<file path="src/rtl/assoc_pkg.sv">
package assoc_pkg;

  typedef enum logic [0:0] {
    POL_ROUND  = 1'b0,
    POL_RANDOM = 1'b1
  } repl_e;

  typedef enum logic [0:0] {
    ST_IDLE = 1'b0,
    ST_MEM  = 1'b1
  } ctl_e;

endpackage

</file>
<file path="src/rtl/assoc_entries.sv">
module assoc_entries #(
  parameter int ENTRIES = 8,
  parameter int TAG_W   = 30,
  parameter int DATA_W  = 32,
  localparam int IDX_W  = (ENTRIES > 1) ? $clog2(ENTRIES) : 1
) (
  input  logic                             clk,
  input  logic                             rst_n,
  input  logic                             wr_en,
  input  logic [IDX_W-1:0]                 wr_idx,
  input  logic [TAG_W-1:0]                 wr_tag,
  input  logic [DATA_W-1:0]                wr_data,
  output logic [ENTRIES-1:0][TAG_W-1:0]    tags_o,
  output logic [ENTRIES-1:0][DATA_W-1:0]   data_o,
  output logic [ENTRIES-1:0]               valid_o
);

  for (genvar g = 0; g < ENTRIES; g++) begin : g_ent
    logic             sel;
    logic             vld_q;
    logic [TAG_W-1:0] tag_q;
    logic [DATA_W-1:0] dat_q;

    assign sel = wr_en && (wr_idx == IDX_W'(g));

    // valid flag is the only state that needs a defined reset value
    always_ff @(posedge clk or negedge rst_n) begin
      if (!rst_n) begin
        vld_q <= 1'b0;
      end else if (sel) begin
        vld_q <= 1'b1;
      end
    end

    always_ff @(posedge clk) begin
      if (sel) begin
        tag_q <= wr_tag;
        dat_q <= wr_data;
      end
    end

    assign tags_o[g]  = tag_q;
    assign data_o[g]  = dat_q;
    assign valid_o[g] = vld_q;
  end

endmodule

</file>
<file path="src/rtl/assoc_match.sv">
module assoc_match #(
  parameter int ENTRIES = 8,
  parameter int TAG_W   = 30,
  parameter int DATA_W  = 32,
  localparam int IDX_W  = (ENTRIES > 1) ? $clog2(ENTRIES) : 1
) (
  input  logic [ENTRIES-1:0][TAG_W-1:0]  tags_i,
  input  logic [ENTRIES-1:0][DATA_W-1:0] data_i,
  input  logic [ENTRIES-1:0]             valid_i,
  input  logic [TAG_W-1:0]               look_tag,
  output logic [ENTRIES-1:0]             match_o,
  output logic                           hit_o,
  output logic [IDX_W-1:0]               hit_idx_o,
  output logic [DATA_W-1:0]              hit_data_o
);

  // one comparator per entry, all evaluated in parallel
  for (genvar g = 0; g < ENTRIES; g++) begin : g_cmp
    assign match_o[g] = valid_i[g] && (tags_i[g] == look_tag);
  end

  assign hit_o = |match_o;

  // at most one entry matches, so an OR of masked words selects it
  always_comb begin
    hit_idx_o  = '0;
    hit_data_o = '0;
    for (int i = 0; i < ENTRIES; i++) begin
      if (match_o[i]) begin
        hit_idx_o  = IDX_W'(i);
        hit_data_o = hit_data_o | data_i[i];
      end
    end
  end

endmodule

</file>
<file path="src/rtl/assoc_victim.sv">
module assoc_victim #(
  parameter int              ENTRIES   = 8,
  parameter assoc_pkg::repl_e POLICY   = assoc_pkg::POL_ROUND,
  parameter int              LFSR_W    = 16,
  parameter logic [LFSR_W-1:0] LFSR_TAPS = 16'hB400,
  parameter logic [LFSR_W-1:0] LFSR_SEED = 16'hACE1,
  localparam int IDX_W = (ENTRIES > 1) ? $clog2(ENTRIES) : 1
) (
  input  logic               clk,
  input  logic               rst_n,
  input  logic [ENTRIES-1:0] valid_i,
  input  logic               advance,
  output logic [IDX_W-1:0]   victim_o
);

  logic             any_free;
  logic [IDX_W-1:0] free_idx;
  logic [IDX_W-1:0] pick;

  // lowest-numbered empty entry
  always_comb begin
    free_idx = '0;
    for (int i = ENTRIES - 1; i >= 0; i--) begin
      if (!valid_i[i]) begin
        free_idx = IDX_W'(i);
      end
    end
  end

  assign any_free = ~&valid_i;
  assign victim_o = any_free ? free_idx : pick;

  if (POLICY == assoc_pkg::POL_ROUND) begin : g_round
    logic [IDX_W-1:0] ptr_q;
    logic [IDX_W-1:0] ptr_d;

    always_comb begin
      ptr_d = ptr_q;
      if (advance) begin
        ptr_d = (ptr_q == IDX_W'(ENTRIES - 1)) ? '0 : ptr_q + 1'b1;
      end
    end

    always_ff @(posedge clk or negedge rst_n) begin
      if (!rst_n) begin
        ptr_q <= '0;
      end else begin
        ptr_q <= ptr_d;
      end
    end

    assign pick = ptr_q;
  end else begin : g_random
    logic [LFSR_W-1:0] lfsr_q;
    logic [LFSR_W-1:0] lfsr_d;
    logic              unused_adv;

    assign unused_adv = advance;

    always_comb begin
      lfsr_d = lfsr_q >> 1;
      if (lfsr_q[0]) begin
        lfsr_d = lfsr_d ^ LFSR_TAPS;
      end
    end

    always_ff @(posedge clk or negedge rst_n) begin
      if (!rst_n) begin
        lfsr_q <= LFSR_SEED;
      end else begin
        lfsr_q <= lfsr_d;
      end
    end

    assign pick = IDX_W'(lfsr_q % LFSR_W'(ENTRIES));
  end

endmodule

</file>
<file path="src/rtl/assoc_cache.sv">
module assoc_cache #(
  parameter int               ENTRIES   = 8,
  parameter int               ADDR_W    = 32,
  parameter int               DATA_W    = 32,
  parameter assoc_pkg::repl_e POLICY    = assoc_pkg::POL_ROUND,
  parameter int               LFSR_W    = 16,
  parameter logic [LFSR_W-1:0] LFSR_TAPS = 16'hB400,
  parameter logic [LFSR_W-1:0] LFSR_SEED = 16'hACE1
) (
  input  logic              clk,
  input  logic              rst_n,
  input  logic              cpu_req,
  input  logic              cpu_we,
  input  logic [ADDR_W-1:0] cpu_addr,
  input  logic [DATA_W-1:0] cpu_wdata,
  output logic [DATA_W-1:0] cpu_rdata,
  output logic              cpu_hit,
  output logic              cpu_stall,
  output logic              mem_req,
  output logic              mem_we,
  output logic [ADDR_W-1:0] mem_addr,
  output logic [DATA_W-1:0] mem_wdata,
  input  logic              mem_valid,
  input  logic [DATA_W-1:0] mem_rdata
);

  localparam int OFF_W = $clog2(DATA_W / 8);
  localparam int TAG_W = ADDR_W - OFF_W;
  localparam int IDX_W = (ENTRIES > 1) ? $clog2(ENTRIES) : 1;

  // reset: asserted at once, released on the clock
  logic [1:0] rst_sync_q;
  logic       rst_int_n;

  always_ff @(posedge clk or negedge rst_n) begin
    if (!rst_n) begin
      rst_sync_q <= 2'b00;
    end else begin
      rst_sync_q <= {rst_sync_q[0], 1'b1};
    end
  end

  assign rst_int_n = rst_sync_q[1];

  logic [TAG_W-1:0] look_tag;
  logic [OFF_W-1:0] unused_off;

  assign look_tag   = cpu_addr[ADDR_W-1:OFF_W];
  assign unused_off = cpu_addr[OFF_W-1:0];

  // storage and lookup
  logic [ENTRIES-1:0][TAG_W-1:0]  tags_w;
  logic [ENTRIES-1:0][DATA_W-1:0] data_w;
  logic [ENTRIES-1:0]             valid_w;
  logic [ENTRIES-1:0]             match_w;
  logic                           hit_w;
  logic [IDX_W-1:0]               hit_idx_w;
  logic [DATA_W-1:0]              hit_data_w;
  logic [IDX_W-1:0]               victim_w;

  logic             wr_en;
  logic [IDX_W-1:0] wr_idx;
  logic [DATA_W-1:0] wr_data;
  logic             install;
  logic             upd_hit;

  assoc_entries #(
    .ENTRIES (ENTRIES),
    .TAG_W   (TAG_W),
    .DATA_W  (DATA_W)
  ) u_ent (
    .clk     (clk),
    .rst_n   (rst_int_n),
    .wr_en   (wr_en),
    .wr_idx  (wr_idx),
    .wr_tag  (look_tag),
    .wr_data (wr_data),
    .tags_o  (tags_w),
    .data_o  (data_w),
    .valid_o (valid_w)
  );

  assoc_match #(
    .ENTRIES (ENTRIES),
    .TAG_W   (TAG_W),
    .DATA_W  (DATA_W)
  ) u_cmp (
    .tags_i     (tags_w),
    .data_i     (data_w),
    .valid_i    (valid_w),
    .look_tag   (look_tag),
    .match_o    (match_w),
    .hit_o      (hit_w),
    .hit_idx_o  (hit_idx_w),
    .hit_data_o (hit_data_w)
  );

  assoc_victim #(
    .ENTRIES   (ENTRIES),
    .POLICY    (POLICY),
    .LFSR_W    (LFSR_W),
    .LFSR_TAPS (LFSR_TAPS),
    .LFSR_SEED (LFSR_SEED)
  ) u_vic (
    .clk      (clk),
    .rst_n    (rst_int_n),
    .valid_i  (valid_w),
    .advance  (install),
    .victim_o (victim_w)
  );

  // control
  assoc_pkg::ctl_e state_q;
  assoc_pkg::ctl_e state_d;
  logic            busy;
  logic            need_mem;
  logic            done;

  assign busy     = (state_q == assoc_pkg::ST_MEM);
  assign need_mem = cpu_req && (cpu_we || !hit_w);
  assign done     = busy && mem_valid;

  always_comb begin
    state_d = state_q;
    case (state_q)
      assoc_pkg::ST_IDLE: if (need_mem) state_d = assoc_pkg::ST_MEM;
      assoc_pkg::ST_MEM:  if (mem_valid) state_d = assoc_pkg::ST_IDLE;
      default:            state_d = assoc_pkg::ST_IDLE;
    endcase
  end

  always_ff @(posedge clk or negedge rst_int_n) begin
    if (!rst_int_n) begin
      state_q <= assoc_pkg::ST_IDLE;
    end else begin
      state_q <= state_d;
    end
  end

  // entry update: install on read fill, refresh on write hit
  assign install = done && !cpu_we;
  assign upd_hit = done && cpu_we && hit_w;
  assign wr_en   = install || upd_hit;
  assign wr_idx  = install ? victim_w : hit_idx_w;
  assign wr_data = install ? mem_rdata : cpu_wdata;

  // processor side
  assign cpu_hit   = cpu_req && hit_w;
  assign cpu_stall = busy ? !mem_valid : need_mem;
  assign cpu_rdata = busy ? mem_rdata : hit_data_w;

  // memory side
  assign mem_req   = busy;
  assign mem_we    = cpu_we;
  assign mem_addr  = {look_tag, {OFF_W{1'b0}}};
  assign mem_wdata = cpu_wdata;

endmodule

</file>
<file path="config.mk">
export PLATFORM = sky130hd
export DESIGN_NAME = assoc_cache
export DESIGN_NICKNAME = d
export VERILOG_FILES = /design/src/rtl/assoc_pkg.sv /design/src/rtl/assoc_entries.sv /design/src/rtl/assoc_match.sv /design/src/rtl/assoc_victim.sv /design/src/rtl/assoc_cache.sv
export SDC_FILE = /design/constraint.sdc
export NUM_CORES = 1
export LEC_CHECK = 0
export BUFFER_PORTS_ARGS = -buffer_cell sky130_fd_sc_hd__buf_2
export CORE_UTILIZATION = 26
export DETAILED_ROUTE_END_ITERATION = 7
export PLACE_DENSITY = 0.42
export SETUP_SLACK_MARGIN = 0.05
export SYNTH_ARGS = -nofsm -noshare
export SYNTH_HDL_FRONTEND = slang
export SYNTH_HIERARCHICAL = 1
export SYNTH_SLANG_ARGS = --single-unit
</file>
<file path="constraint.sdc">
create_clock -name clk -period 5.9 [get_ports clk]
set_clock_uncertainty 0.2 [all_clocks]
set_input_delay 0.295 -clock clk [delete_from_list [all_inputs] [get_ports clk]]
set_output_delay 0.295 -clock clk [all_outputs]
set_load 0.01 [all_outputs]
</file>
Word level (Yosys, flattened, before mapping):

Cells that the tools add are included.

* bits in registers: 510
* input bits: 101
* output and inout bits: 100

* $add $sub $neg: 1
* equal/unequal tests: 16
* muxes and demuxes: 32
* bitwise gates (word level): 8
* reduce and logical (&&, ||, !) cells: 30

Operators with widths (number)
* 2-to-1 mux 32 bit: 10
* equality test 30 bit: 8
* OR 32 bit: 7
* 2-to-1 mux 3 bit: 15
* logical AND 1 bit: 22
* equality test 3 bit (second input constant): 5
* AND reduction 8 bit: 1
* OR reduction 8 bit: 1
* equality test 3 x 2 -> 1 bit (second input constant): 2
* 2-to-1 mux 1 bit: 4
* 2-to-1 mux 2 bit: 2
* adder 3 x 1 -> 3 bit (second input constant): 1
* equality test 3 x 1 -> 1 bit (second input constant): 1
* zero test 1 bit: 3
* zero test 3 bit: 1
* logical OR 1 bit: 2
* case mux 1 bit (2 select lines): 1
* NOT 1 bit: 1

Logic depth before layout (Yosys ltp):

Gate-level depths: netlist of the first run.

* depth after elaboration: 18
* depth in mapped cells: 13

By module:

The synthesis of the first run kept the hierarchy.

Modules (own cells, without submodules)
* assoc_entries: instances 1, cells each 536, area each 15329.7 µm², sequential area each 15094.5 µm²
* assoc_match: instances 1, cells each 547, area each 4370.4 µm², sequential area each 0.0 µm²
* assoc_cache: instances 1, cells each 155, area each 1556.5 µm², sequential area each 75.1 µm²
* assoc_victim: instances 1, cells each 24, area each 221.5 µm², sequential area each 75.1 µm²

Worst setup path before layout of the first run:

OpenSTA, ideal clock, no wires.

* kind: input -> register
* start point: input port cpu_addr[18]
* end point: register u_ent.g_ent[3].dat_q[0], enable pin
* setup time: 571 ps
* arrival: 7233 ps
* setup slack: -2104 ps
* cell stages on the path: 13
* cell sequence: buf_2 > xnor2_1 > nand4_1 > or4_4 > nor4_4 > buf_6 > buf_6 > nor2_1 > nand4_1 > inv_1 > a21oi_1 > nand2_2 > nor3b_1

* elaborated cells between the ends (all ways): 29
* those cells by class: eq/ne (9); mux (8); reduce/logical (12)

RTL lines
* start: declaration: RTL line assoc_cache.sv:14 `input logic [ADDR_W-1:0] cpu_addr,`
* equality test 30 bit: RTL line assoc_match.sv:19 `assign match_o[g] = valid_i[g] && (tags_i[g] == look_tag);`
* logical AND 1 bit: RTL line assoc_match.sv:19
* net match_w[5]: RTL line assoc_cache.sv:55 `logic [ENTRIES-1:0] match_w;`
* OR reduction 8 bit: RTL line assoc_match.sv:22 `assign hit_o = |match_o;`
* net hit_w: RTL line assoc_cache.sv:56 `logic hit_w;`
* logical AND 1 bit: RTL line assoc_cache.sv:142 `assign upd_hit = done && cpu_we && hit_w;`
* logical OR 1 bit: RTL line assoc_cache.sv:143 `assign wr_en = install || upd_hit;`
* net wr_en: RTL line assoc_cache.sv:61 `logic wr_en;`
* logical AND 1 bit: RTL line assoc_entries.sv:24 `assign sel = wr_en && (wr_idx == IDX_W'(g));`
* net u_ent.g_ent[3].sel: RTL line assoc_entries.sv:19 `logic sel;`
* end signal: assignment: RTL line assoc_entries.sv:38 `dat_q <= wr_data;`
* end: declaration: RTL line assoc_entries.sv:22 `logic [DATA_W-1:0] dat_q;`

The timed path passes the listed nets, and every way through them passes these cells.
A chain may end at the register's enable or synchronous reset.

Final worst setup path of the first run:

* start point: input port cpu_addr[5]
* end point: output port cpu_rdata[20]

* elaborated cells between the ends (all ways): 32
* those cells by class: eq/ne (8); mux (9); bitwise (7); reduce/logical (8)

RTL lines
* equality test 30 bit (*): RTL line assoc_match.sv:19
* logical AND 1 bit (*): RTL line assoc_match.sv:19
* net match_w[3]: RTL line assoc_cache.sv:55
* 2-to-1 mux 32 bit (*): RTL line assoc_match.sv:29 `if (match_o[i]) begin`
* OR 32 bit: RTL line assoc_match.sv:31 `hit_data_o = hit_data_o | data_i[i];`
* 2-to-1 mux 32 bit (*): RTL line assoc_match.sv:29
* OR 32 bit: RTL line assoc_match.sv:31
* 2-to-1 mux 32 bit (*): RTL line assoc_match.sv:29
* OR 32 bit: RTL line assoc_match.sv:31
* 2-to-1 mux 32 bit (*): RTL line assoc_match.sv:29
* OR 32 bit: RTL line assoc_match.sv:31
* 2-to-1 mux 32 bit (*): RTL line assoc_match.sv:29
* net hit_data_w[20]: RTL line assoc_cache.sv:58 `logic [DATA_W-1:0] hit_data_w;`
* 2-to-1 mux 32 bit (*): RTL line assoc_cache.sv:150 `assign cpu_rdata = busy ? mem_rdata : hit_data_w;`
* end: declaration: RTL line assoc_cache.sv:16 `output logic [DATA_W-1:0] cpu_rdata,`

Mark *: on every way through the listed nets, which the timed path passes. The rest lies on a longest branch.

==> out/qor.yml, run 1 <==
power_and_ir_drop:
  vdd_drop_max_uv: 226
  p_per_area_mw_per_mm2: 303
  seq_power_share_pct: 51.7
  pwr-share-comb_pct: 7.0
  p_leak_nw: 8.77
  p_sw_mw: 1.76
  clkPwrFrac_pct: 41.3
  swShare_pct: 22.4
  internal_power_mw: 6.10
yosys:
  synth-edff-count: 496
  synthTopCellsByArea: "edfxtp_1 (69%), xnor2_1 (7.7%), buf_4 (3.0%)"
  synth_area_leader_cell: "edfxtp_1"
  syn_inst: 1262
  synth_top_area_share_pct: 69.3
  synth_fa_ha_area_share_pct: 0.117
  synth_compound_area_share_pct: 5.45
  dominantRegCellSynth: "edfxtp_1"
  yosys_warnings: 6
  synth.mux.area_fraction_pct: 4.18
  yosysSeqAreaShare_pct: 71.0
  synth_simple_gate_area_share_pct: 4.56
  synth_top_family_by_area: "XOR/XNOR gates"
  synthArstFlopShare_pct: 2.75
  ys_ff_latch: 510
  synth-xor-area-share_pct: 9.82
  synthDistinctLibCells: 46
  syn-cell-area_sq_mm: 0.0215
  postSynthAreaPerCell_sq_um: 17.0
global_routing:
  grt_use_total_pct: 13.4
  grt_pass1_wl_mm: 81.4
  globalRoute.totalOverflow: 0
  grt_pass1_vias: 11400
  grt_start_max_net_pins: 48
  antenna_found_initial: 1
sta:
  setup_viol: 0
  rsz0062_at_grt: "false"
  slew_headroom_pct: 50.9
  maxSlewViolCount: 0
  fmax_ghz: 0.214
  layout_min_cycle_time_ns: 4.68
  fin_tns_setup_ns: 0
  period_share_pct: 79.3
  tightest_slew_ns: 0.736
  hold_violations: 0
  fin_hold_ws_ns: 0.0166
cts:
  htree_levels: 2
  cts_setup_buffers: 0
  cts_hold_buf: 95
  numClockSinks: 510
  clkTransAtPathRegs_ns: 0.06
  cts_tree: "done"
  post_cts_resized: 0
  clock_latency_ns: 0.61
  clockBufferDepth: 3
  numCtsBuffers: 54
  clock-root-buffer: "clkbuf_16"
route:
  drt-pass1-iter-count: 5
  drtIter0Drc: 599
  wl_mm: 56.3
  dr_total_vias: 11500
  wire_per_inst_um: 21.3
  remaining_drc_errors: 0
  drtAntennaViolNets: 0
  drt-vias-per-instance: 4.33
cells_and_area:
  syn_to_final_growth_pct: 20.8
  final_area_sq_mm: 0.0259
  layout_common_cells: "edfxtp_1 (496), buf_2 (196), xnor2_1 (188)"
  drive_gt1_share_pct: 27.1
  fillers: 7957
  final_common_cell: "edfxtp_1"
  finalNetCount: 1633
worst_setup_path:
  cp_slowest_cell: "or4_1"
  crit_required_ns: 5.41
  cpPeakStageDelay_ns: 0.71
  crit_end: "cpu_rdata[20]"
  cpMostUsedCell: "buf_2"
  crit_chain: "dlygate4sd3_1 -> buf_2 -> xnor2_1 -> nand4_1 -> or4_1 -> nor4_4 -> buf_4 -> a221oi_1 -> nand3_1 -> mux2_2 -> buf_2"
  regToRegSetupSlack_ns: 1.44
  critPathMaxFanout: 32
  regToRegEndpoint: "u_ent/g_ent[7].dat_q[27]"
  reg2reg_depth: 10
  worst_ep_arrival_time_ns: 4.19
  worst-path-stages: 11
  crit_family: "simple AND/OR/NAND/NOR gates"
  cp-start-kind: "input pin"
  critical_path.endpoint_type: "output pin"
  critPathBufInv: 4
  criticalPathCategory: "in2out"
  r2r-start: "u_ent/g_ent[7].tag_q[13]"
  critical_path.startpoint: "cpu_addr[5]"
floorplan:
  rows: 105
  die_area_sq_mm: 0.0838
  die_y_um: 289
  start_util_pct: 26.2
  core_sq_mm: 0.0818
  io_pins: 201
  fp.dieW_um: 289
worst_hold_path:
  hold_class: "in2reg"
place:
  postPlaceCellArea_sq_mm: 0.0233
  portBuffers: 196
  dp_hpwl_mm: 33.7
  gp_congestion: 0.730
outcome:
  outcome: "complete, no violations"
flow_run:
  cap_violations: 0
==> cells in the mapped netlist (3+ instances only) <==
cell and n:
a221oi_1 32, a22o_1 33, a22oi_1 64, buf_2 32, buf_4 86, buf_6 17, dfrtp_1 14, edfxtp_1 496
inv_1 10, mux2_2 41, mux2_4 29, nand2_1 6, nand3_1 32, nand4_1 55, nor2_1 10, nor3_1 3
nor4_1 12, nor4_4 7, o31ai_1 4, or2_1 3, or4_1 5, or4_4 3, xnor2_1 188, xor2_1 51
==> logic make-up after synthesis <==
family	count (synthesis)
other	2
AOI/OAI and AO/OA	145
and+or+nand+nor	145
muxes	70
DFF	510
xor gates and xnor gates	240
buffers and inverters	148
adders and majority gates	2
==> layout make-up <==
| class | instances | area, sq um | share of cell area (%) |
|---|---|---|---|
| clock buffer | 68 | 1440 | 5.53 |
| sequential | 510 | 15200 | 58.8 |
| timing repair buffer | 348 | 2410 | 9.29 |
| tap | 1070 | 1340 | 5.16 |
| clock inverter | 31 | 228 | 0.878 |
| inverter | 11 | 41.3 | 0.159 |
| multi-input combinational | 605 | 5250 | 20.2 |
| antenna | 1 | 2.50 | 0.00964 |
==> per-stage QoR <==
| step | worst slack [ns] | std cells | power, mW | util (%) |
|---|---|---|---|---|
| after floorplan | -1.75 | 1263 | 4.46 | - |
| after global placement | 1.10 | 2449 | 4.63 | 28.5 |
| after detailed placement | 1.08 | 2449 | 4.64 | 28.5 |
| after CTS | 1.14 | 2643 | 7.97 | 31.7 |
| after global routing | 1.00 | 2643 | 8.14 | 31.7 |
| final | 1.22 | 2644 | 7.85 | 31.7 |
==> power groups by stage <==
stage	Combinational, mW	Sequential (mW)	Clock, mW
finish	0.549	4.06	3.24
global route	0.606	4.06	3.47
CTS	0.564	4.06	3.34
detailed placement	0.505	4.14	0
global placement	0.499	4.13	0
floorplan	0.329	4.13	0
==> worst min path at each step <==
| stage | from | to | slack (ns) | depth (start not counted) |
|---|---|---|---|---|
| after global routing | cpu_addr[17] | u_ent/g_ent[3].tag_q[15] | 0.004 | 1 |
| after floorplan | rst_n | rst_sync_q[0] | -0.20 | 0 |
| after global placement | rst_n | rst_sync_q[1] | -0.12 | 1 |
| after detailed placement | rst_n | rst_sync_q[1] | -0.11 | 1 |
| after CTS | cpu_addr[30] | u_ent/g_ent[2].tag_q[28] | 0.001 | 1 |
| final | cpu_addr[4] | u_ent/g_ent[3].tag_q[2] | 0.02 | 1 |
==> routing by layer <==
layer | vias up | GRT usage (%) | wire length, um
li1 | 5335 | - | -
met1 | 5861 | 18.7 | 26400
met2 | 196 | 21.9 | 27100
met3 | 67 | 1.79 | 1810
met4 | 0 | 3.39 | 1090
met5 | - | 0 | 0
==> state kept, by name, summed over array words and instances, names as in the netlist <==
| signal | cells |
|---|---|
| u_ent/g_ent.vld_q | 8 |
| u_ent/g_ent.tag_q | 240 |
| rst_sync_q | 2 |
| mem_req | 1 |
| u_ent/g_ent.dat_q | 256 |
| u_vic/g_round.ptr_q | 3 |
Note: power is estimated with default switching activity, not from simulation.
==> run 2: changes to the inputs <==
==> constraint.sdc (replaced) <==
create_clock -name clk -period 4.6 [get_ports clk]
set_clock_uncertainty 0.2 [all_clocks]
set_input_delay 0.23 -clock clk [delete_from_list [all_inputs] [get_ports clk]]
set_output_delay 0.23 -clock clk [all_outputs]
set_load 0.01 [all_outputs]
==> run 2 against run 1 <==
Compared with the run above:
- global-route usage about the same
- wire length grew 0.25%
- via count increased by 3.1%
- utilization rose by 1.1 points
- critical path type unchanged
- worst hold slack better by 0.0036 ns
- design area increased by 3.4%
- combinational power is 36% higher
- largest cell class unchanged
- critical endpoint unchanged
- register-to-register slack got worse by 0.95 ns
==> out/qor.yml, run 2 (synthesis results as in run 1) <==
global_routing:
  grt_pass1_vias: 11700
  globalRoute.totalOverflow: 0
  grt_pass1_wl_mm: 82.1
  grt_start_max_net_pins: 37
  grt_use_total_pct: 13.4
  antenna_found_initial: 0
worst_setup_path:
  critPathBufInv: 8
  critical_path.endpoint_type: "output pin"
  criticalPathCategory: "in2out"
  worst-path-stages: 16
  crit_end: "cpu_rdata[20]"
  critPathMaxFanout: 32
  critical_path.startpoint: "cpu_addr[8]"
  regToRegSetupSlack_ns: 0.49
  crit_chain: "dlygate4sd3_1 -> buf_2 -> buf_12 -> xor2_1 -> nor4_2 -> buf_4 -> nand2_1 -> or4_1 -> buf_4 -> inv_2 -> buf_6 -> a22o_1 -> a221oi_1 -> nand3_1 -> mux2_2 -> buf_2"
  cpPeakStageDelay_ns: 0.59
  r2r-start: "u_ent/g_ent[1].tag_q[4]"
  regToRegEndpoint: "u_ent/g_ent[3].tag_q[13]"
  worst_ep_arrival_time_ns: 3.87
  crit_family: "buffers and inverters"
  cp_slowest_cell: "or4_1"
  cp-start-kind: "input pin"
  reg2reg_depth: 15
  crit_required_ns: 4.17
floorplan:
  fp.dieW_um: 289
  rows: 105
  die_y_um: 289
  die_area_sq_mm: 0.0838
  io_pins: 201
  core_sq_mm: 0.0818
  start_util_pct: 26.2
cells_and_area:
  regMostFlops: "u_ent/g_ent.dat_q"
  layout_common_cells: "edfxtp_1 (496), buf_2 (196), xnor2_1 (188)"
  largest_reg_flops: 256
  fin_cells: 2710
  top_regs: "u_ent/g_ent.dat_q: 256 flops, u_ent/g_ent.tag_q: 240 flops, u_ent/g_ent.vld_q: 8 flops"
  syn_to_final_growth_pct: 25.0
  final_common_cell: "edfxtp_1"
  finalNetCount: 1700
  antenna_cells: 0
  drive_gt1_share_pct: 29.6
cts:
  clock_latency_ns: 0.61
  numCtsBuffers: 53
  clock-root-buffer: "clkbuf_16"
  cts_tree: "done"
  clkTransAtPathRegs_ns: 0.06
  htree_levels: 2
  clockBufferDepth: 3
  numClockSinks: 510
route:
  remaining_drc_errors: 0
  drtAntennaViolNets: 0
  wl_mm: 56.5
  drtIter0Drc: 706
  dr_total_vias: 11800
  wire_per_inst_um: 20.8
  drt-pass1-iter-count: 7
  drt-vias-per-instance: 4.36
sta:
  period_share_pct: 93.4
  slew_headroom_pct: 59.1
  rsz0062_at_grt: "false"
  hold_violations: 0
  postLayoutSetupSlackWorst_ns: 0.305
  fin_hold_ws_ns: 0.0201
  setup_viol: 0
  layout_min_cycle_time_ns: 4.30
  fmax_ghz: 0.233
  maxSlewViolCount: 0
  tightest_slew_ns: 0.613
power_and_ir_drop:
  p_leak_nw: 9.19
  p_per_area_mw_per_mm2: 375
  power.total_mw: 10.1
  vdd_drop_max_uv: 285
flow_run:
  cap_violations: 0
outcome:
  outcome: "complete, no violations"
place:
  dp_hpwl_mm: 36.9
  dp_slack_ns: 0.251
  gp_congestion: 0.751
  portBuffers: 196
  placedCellCount: 2514
worst_hold_path:
  hold_class: "reg2async"
==> run 2: cell types whose count changed in the layout (fill, tap and decap cells not counted), moves of 2 or more <==
cell,previous run,this run
buf_4,53,89
buf_12,4,31
clkbuf_1,12,21
clkinv_2,13,8
clkinvlp_4,3,0
dlygate4sd3_1,95,98
buf_6,0,2
bufinv_16,2,4
clkbuf_16,55,53
clkinv_8,0,2
nor3_2,2,0
nor3_4,0,2
==> run 2: how the worst min path moves through the flow <==
| stage | depth (start not counted) | slack, ns | end |
|---|---|---|---|
| 4_1_cts | 4 | 0.01 | u_ent/g_ent[5].vld_q |
| 2_1_floorplan | 0 | -0.27 | rst_sync_q[0] |
| 6_report | 0 | 0.02 | u_vic/g_round.ptr_q[0] |
| 3_5_place_dp | 1 | -0.18 | rst_sync_q[1] |
| 3_3_place_gp | 1 | -0.18 | rst_sync_q[1] |
| 5_1_grt | 4 | 0.04 | u_ent/g_ent[5].vld_q |
==> run 2: area by class of cell <==
cell class	count	area (sq um)
multi-input combinational	605	5290
tap	1070	1340
timing repair buffer	416	3270
clock inverter	24	240
sequential	510	15200
inverter	11	41.3
clock buffer	74	1410
fill	7902	55000
==> run 2: what timing repair did <==
action / in CTS / in global routing
setup buffers: 0 / 0
hold buffers: 98 / 0
setup endpoints to repair: 2 / 8
hold endpoints to repair: 460 / 0
resized for setup: 1 / 2
==> run 2: per-layer routing <==
metal	GRT usage, %	part of all wire [%]	vias up
li1	-	-	5470
met1	18.7	47	6061
met2	21.8	48	222
met3	1.98	3.8	65
met4	3.36	1.8	0
met5	0	0	-
==> run 2: metrics by stage <==
stage | util (%) | instance area [sq um] | TNS [ns]
finish | 32.8 | 26800 | 0
global route | 32.8 | 26800 | 0
CTS | 32.8 | 26800 | 0
detailed placement | 29.6 | 24200 | 0
global placement | 29.6 | 24200 | 0
floorplan | - | 21600 | -27.26
==> run 2: power by group <==
group          switching (mW)  internal (mW)
clock                    1.76           2.36
combinational           0.390          0.356
sequential             0.0345           5.17
total                    2.19           7.89
==> run 3: changes to the inputs <==
--- a/config.mk
+++ b/config.mk
@@ -8,6 +8,7 @@
 export BUFFER_PORTS_ARGS = -buffer_cell sky130_fd_sc_hd__buf_2
 export CORE_UTILIZATION = 26
 export DETAILED_ROUTE_END_ITERATION = 7
+export MAX_ROUTING_LAYER = met4
 export PLACE_DENSITY = 0.42
 export SETUP_SLACK_MARGIN = 0.05
 export SYNTH_ARGS = -nofsm -noshare
==> run 3 against run 2 <==
Compared with the run above:
- worst hold slack improved by 0.0012 ns
- sequential share of layout area did not move
- worst setup slack lost 0.053 ns
- global-route usage up 0.42 points
- critical endpoint unchanged
- combinational power about the same
==> out/qor.yml, run 3 (synthesis results as in run 1) <==
power_and_ir_drop:
  vdd_drop_max_uv: 285
  p_leak_nw: 9.19
  p_per_area_mw_per_mm2: 375
  power.total_mw: 10.1
sta:
  tightest_slew_ns: 0.614
  period_share_pct: 94.5
  hold_violations: 0
  fin_hold_ws_ns: 0.0213
  rsz0062_at_grt: "false"
  fin_tns_setup_ns: 0
  slew_headroom_pct: 59.1
  fmax_ghz: 0.230
  postLayoutSetupSlackWorst_ns: 0.252
  maxSlewViolCount: 0
  setup_viol: 0
  layout_min_cycle_time_ns: 4.35
cts:
  clock-root-buffer: "clkbuf_16"
  clock_latency_ns: 0.61
  numClockSinks: 510
  cts_tree: "done"
  clkTransAtPathRegs_ns: 0.06
  cts_setup_buffers: 0
  htree_levels: 2
  clockBufferDepth: 3
  numCtsBuffers: 53
worst_hold_path:
  hold_class: "reg2async"
cells_and_area:
  final_common_cell: "edfxtp_1"
  antenna_cells: 0
  regMostFlops: "u_ent/g_ent.dat_q"
  top_regs: "u_ent/g_ent.dat_q: 256 flops, u_ent/g_ent.tag_q: 240 flops, u_ent/g_ent.vld_q: 8 flops"
  layout_common_cells: "edfxtp_1 (496), buf_2 (196), xnor2_1 (188)"
  syn_to_final_growth_pct: 25.0
  largest_reg_flops: 256
  drive_gt1_share_pct: 29.6
  finalNetCount: 1700
floorplan:
  fp.dieW_um: 289
  start_util_pct: 26.2
  core_sq_mm: 0.0818
  rows: 105
  die_y_um: 289
  io_pins: 201
  die_area_sq_mm: 0.0838
worst_setup_path:
  crit_end: "cpu_rdata[20]"
  critical_path.endpoint_type: "output pin"
  r2r-start: "u_ent/g_ent[1].tag_q[25]"
  critical_path.startpoint: "cpu_addr[31]"
  regToRegSetupSlack_ns: 0.49
  worst_ep_arrival_time_ns: 3.92
  cp-start-kind: "input pin"
  criticalPathCategory: "in2out"
  crit_required_ns: 4.17
  critPathMaxFanout: 32
  regToRegEndpoint: "u_ent/g_ent[3].tag_q[2]"
  reg2reg_depth: 14
route:
  remaining_drc_errors: 0
  dr_total_vias: 11800
  drt-pass1-iter-count: 6
  drtIter0Drc: 679
  wl_mm: 56.5
  drtAntennaViolNets: 0
  drt-vias-per-instance: 4.36
  wire_per_inst_um: 20.9
global_routing:
  globalRoute.totalOverflow: 0
  grt_pass1_wl_mm: 82.0
  antenna_found_initial: 0
  grt_pass1_vias: 11700
  grt_use_total_pct: 13.8
  grt_start_max_net_pins: 37
place:
  gp_congestion: 0.761
  dp_hpwl_mm: 36.9
  portBuffers: 196
  dp_slack_ns: 0.251
outcome:
  outcome: "complete, no violations"
flow_run:
  cap_violations: 0
run 3: area by class of cell:
type / count / area (sq um)
inverters: 11 / 41.3
well taps: 1070 / 1340
clock inverters: 24 / 240
clock buffers: 74 / 1410
repair buffers: 416 / 3270
fillers: 7902 / 55000
flip-flops and latches: 510 / 15200
multi-input cells: 605 / 5290
run 3: through the flow:
step,util (%),std cells,cell area (sq um)
4_1_cts,32.8,2710,26800
5_1_grt,32.8,2710,26800
3_5_place_dp,29.6,2514,24200
2_1_floorplan,-,1263,21600
6_report,32.8,2710,26800
3_3_place_gp,29.6,2514,24200
run 3: worst max-delay path, cell delays in order:
cell and delay, ns:
dlygate4sd3_1 0.53, buf_2 0.18, buf_4 0.19, xor2_1 0.17
nor4_1 0.43, nand4_1 0.23, buf_4 0.20, or4_1 0.45
buf_4 0.16, inv_2 0.05, buf_6 0.34, a22o_1 0.22
a221oi_1 0.05, nand3_1 0.17, mux2_2 0.16, buf_2 0.13
run 3: power by group:
part / total [mW] / internal, mW / switching (mW)
logic: 0.748 / 0.356 / 0.392
clock network: 4.12 / 2.36 / 1.76
registers: 5.21 / 5.17 / 0.0345
run 3: worst min-delay path by stage:
stage / start / end
floorplan: rst_n / rst_sync_q[0]
global placement: rst_n / rst_sync_q[1]
detailed placement: rst_n / rst_sync_q[1]
CTS: cpu_we / u_ent/g_ent[5].vld_q
global route: cpu_we / u_ent/g_ent[5].vld_q
finish: rst_sync_q[1] / u_vic/g_round.ptr_q[0]
run 3: routing by layer:
| metal | routed length, um | share of wire, % | vias to the layer above | GRT usage [%] |
|---|---|---|---|---|
| met5 | 0 | 0 | - | - |
| met4 | 989 | 1.7 | 0 | 3.36 |
| met3 | 1960 | 3.5 | 65 | 1.97 |
| met2 | 27000 | 48 | 207 | 21.8 |
| met1 | 26500 | 47 | 6075 | 18.7 |
| li1 | - | - | 5479 | - |
run 3: timing repair:
item | CTS | global route
resized for setup | 1 | 2
gates cloned | 0 | 0
endpoints found under the setup margin | 2 | 8
endpoints found under the hold margin | 460 | 0
hold buffers | 98 | 0
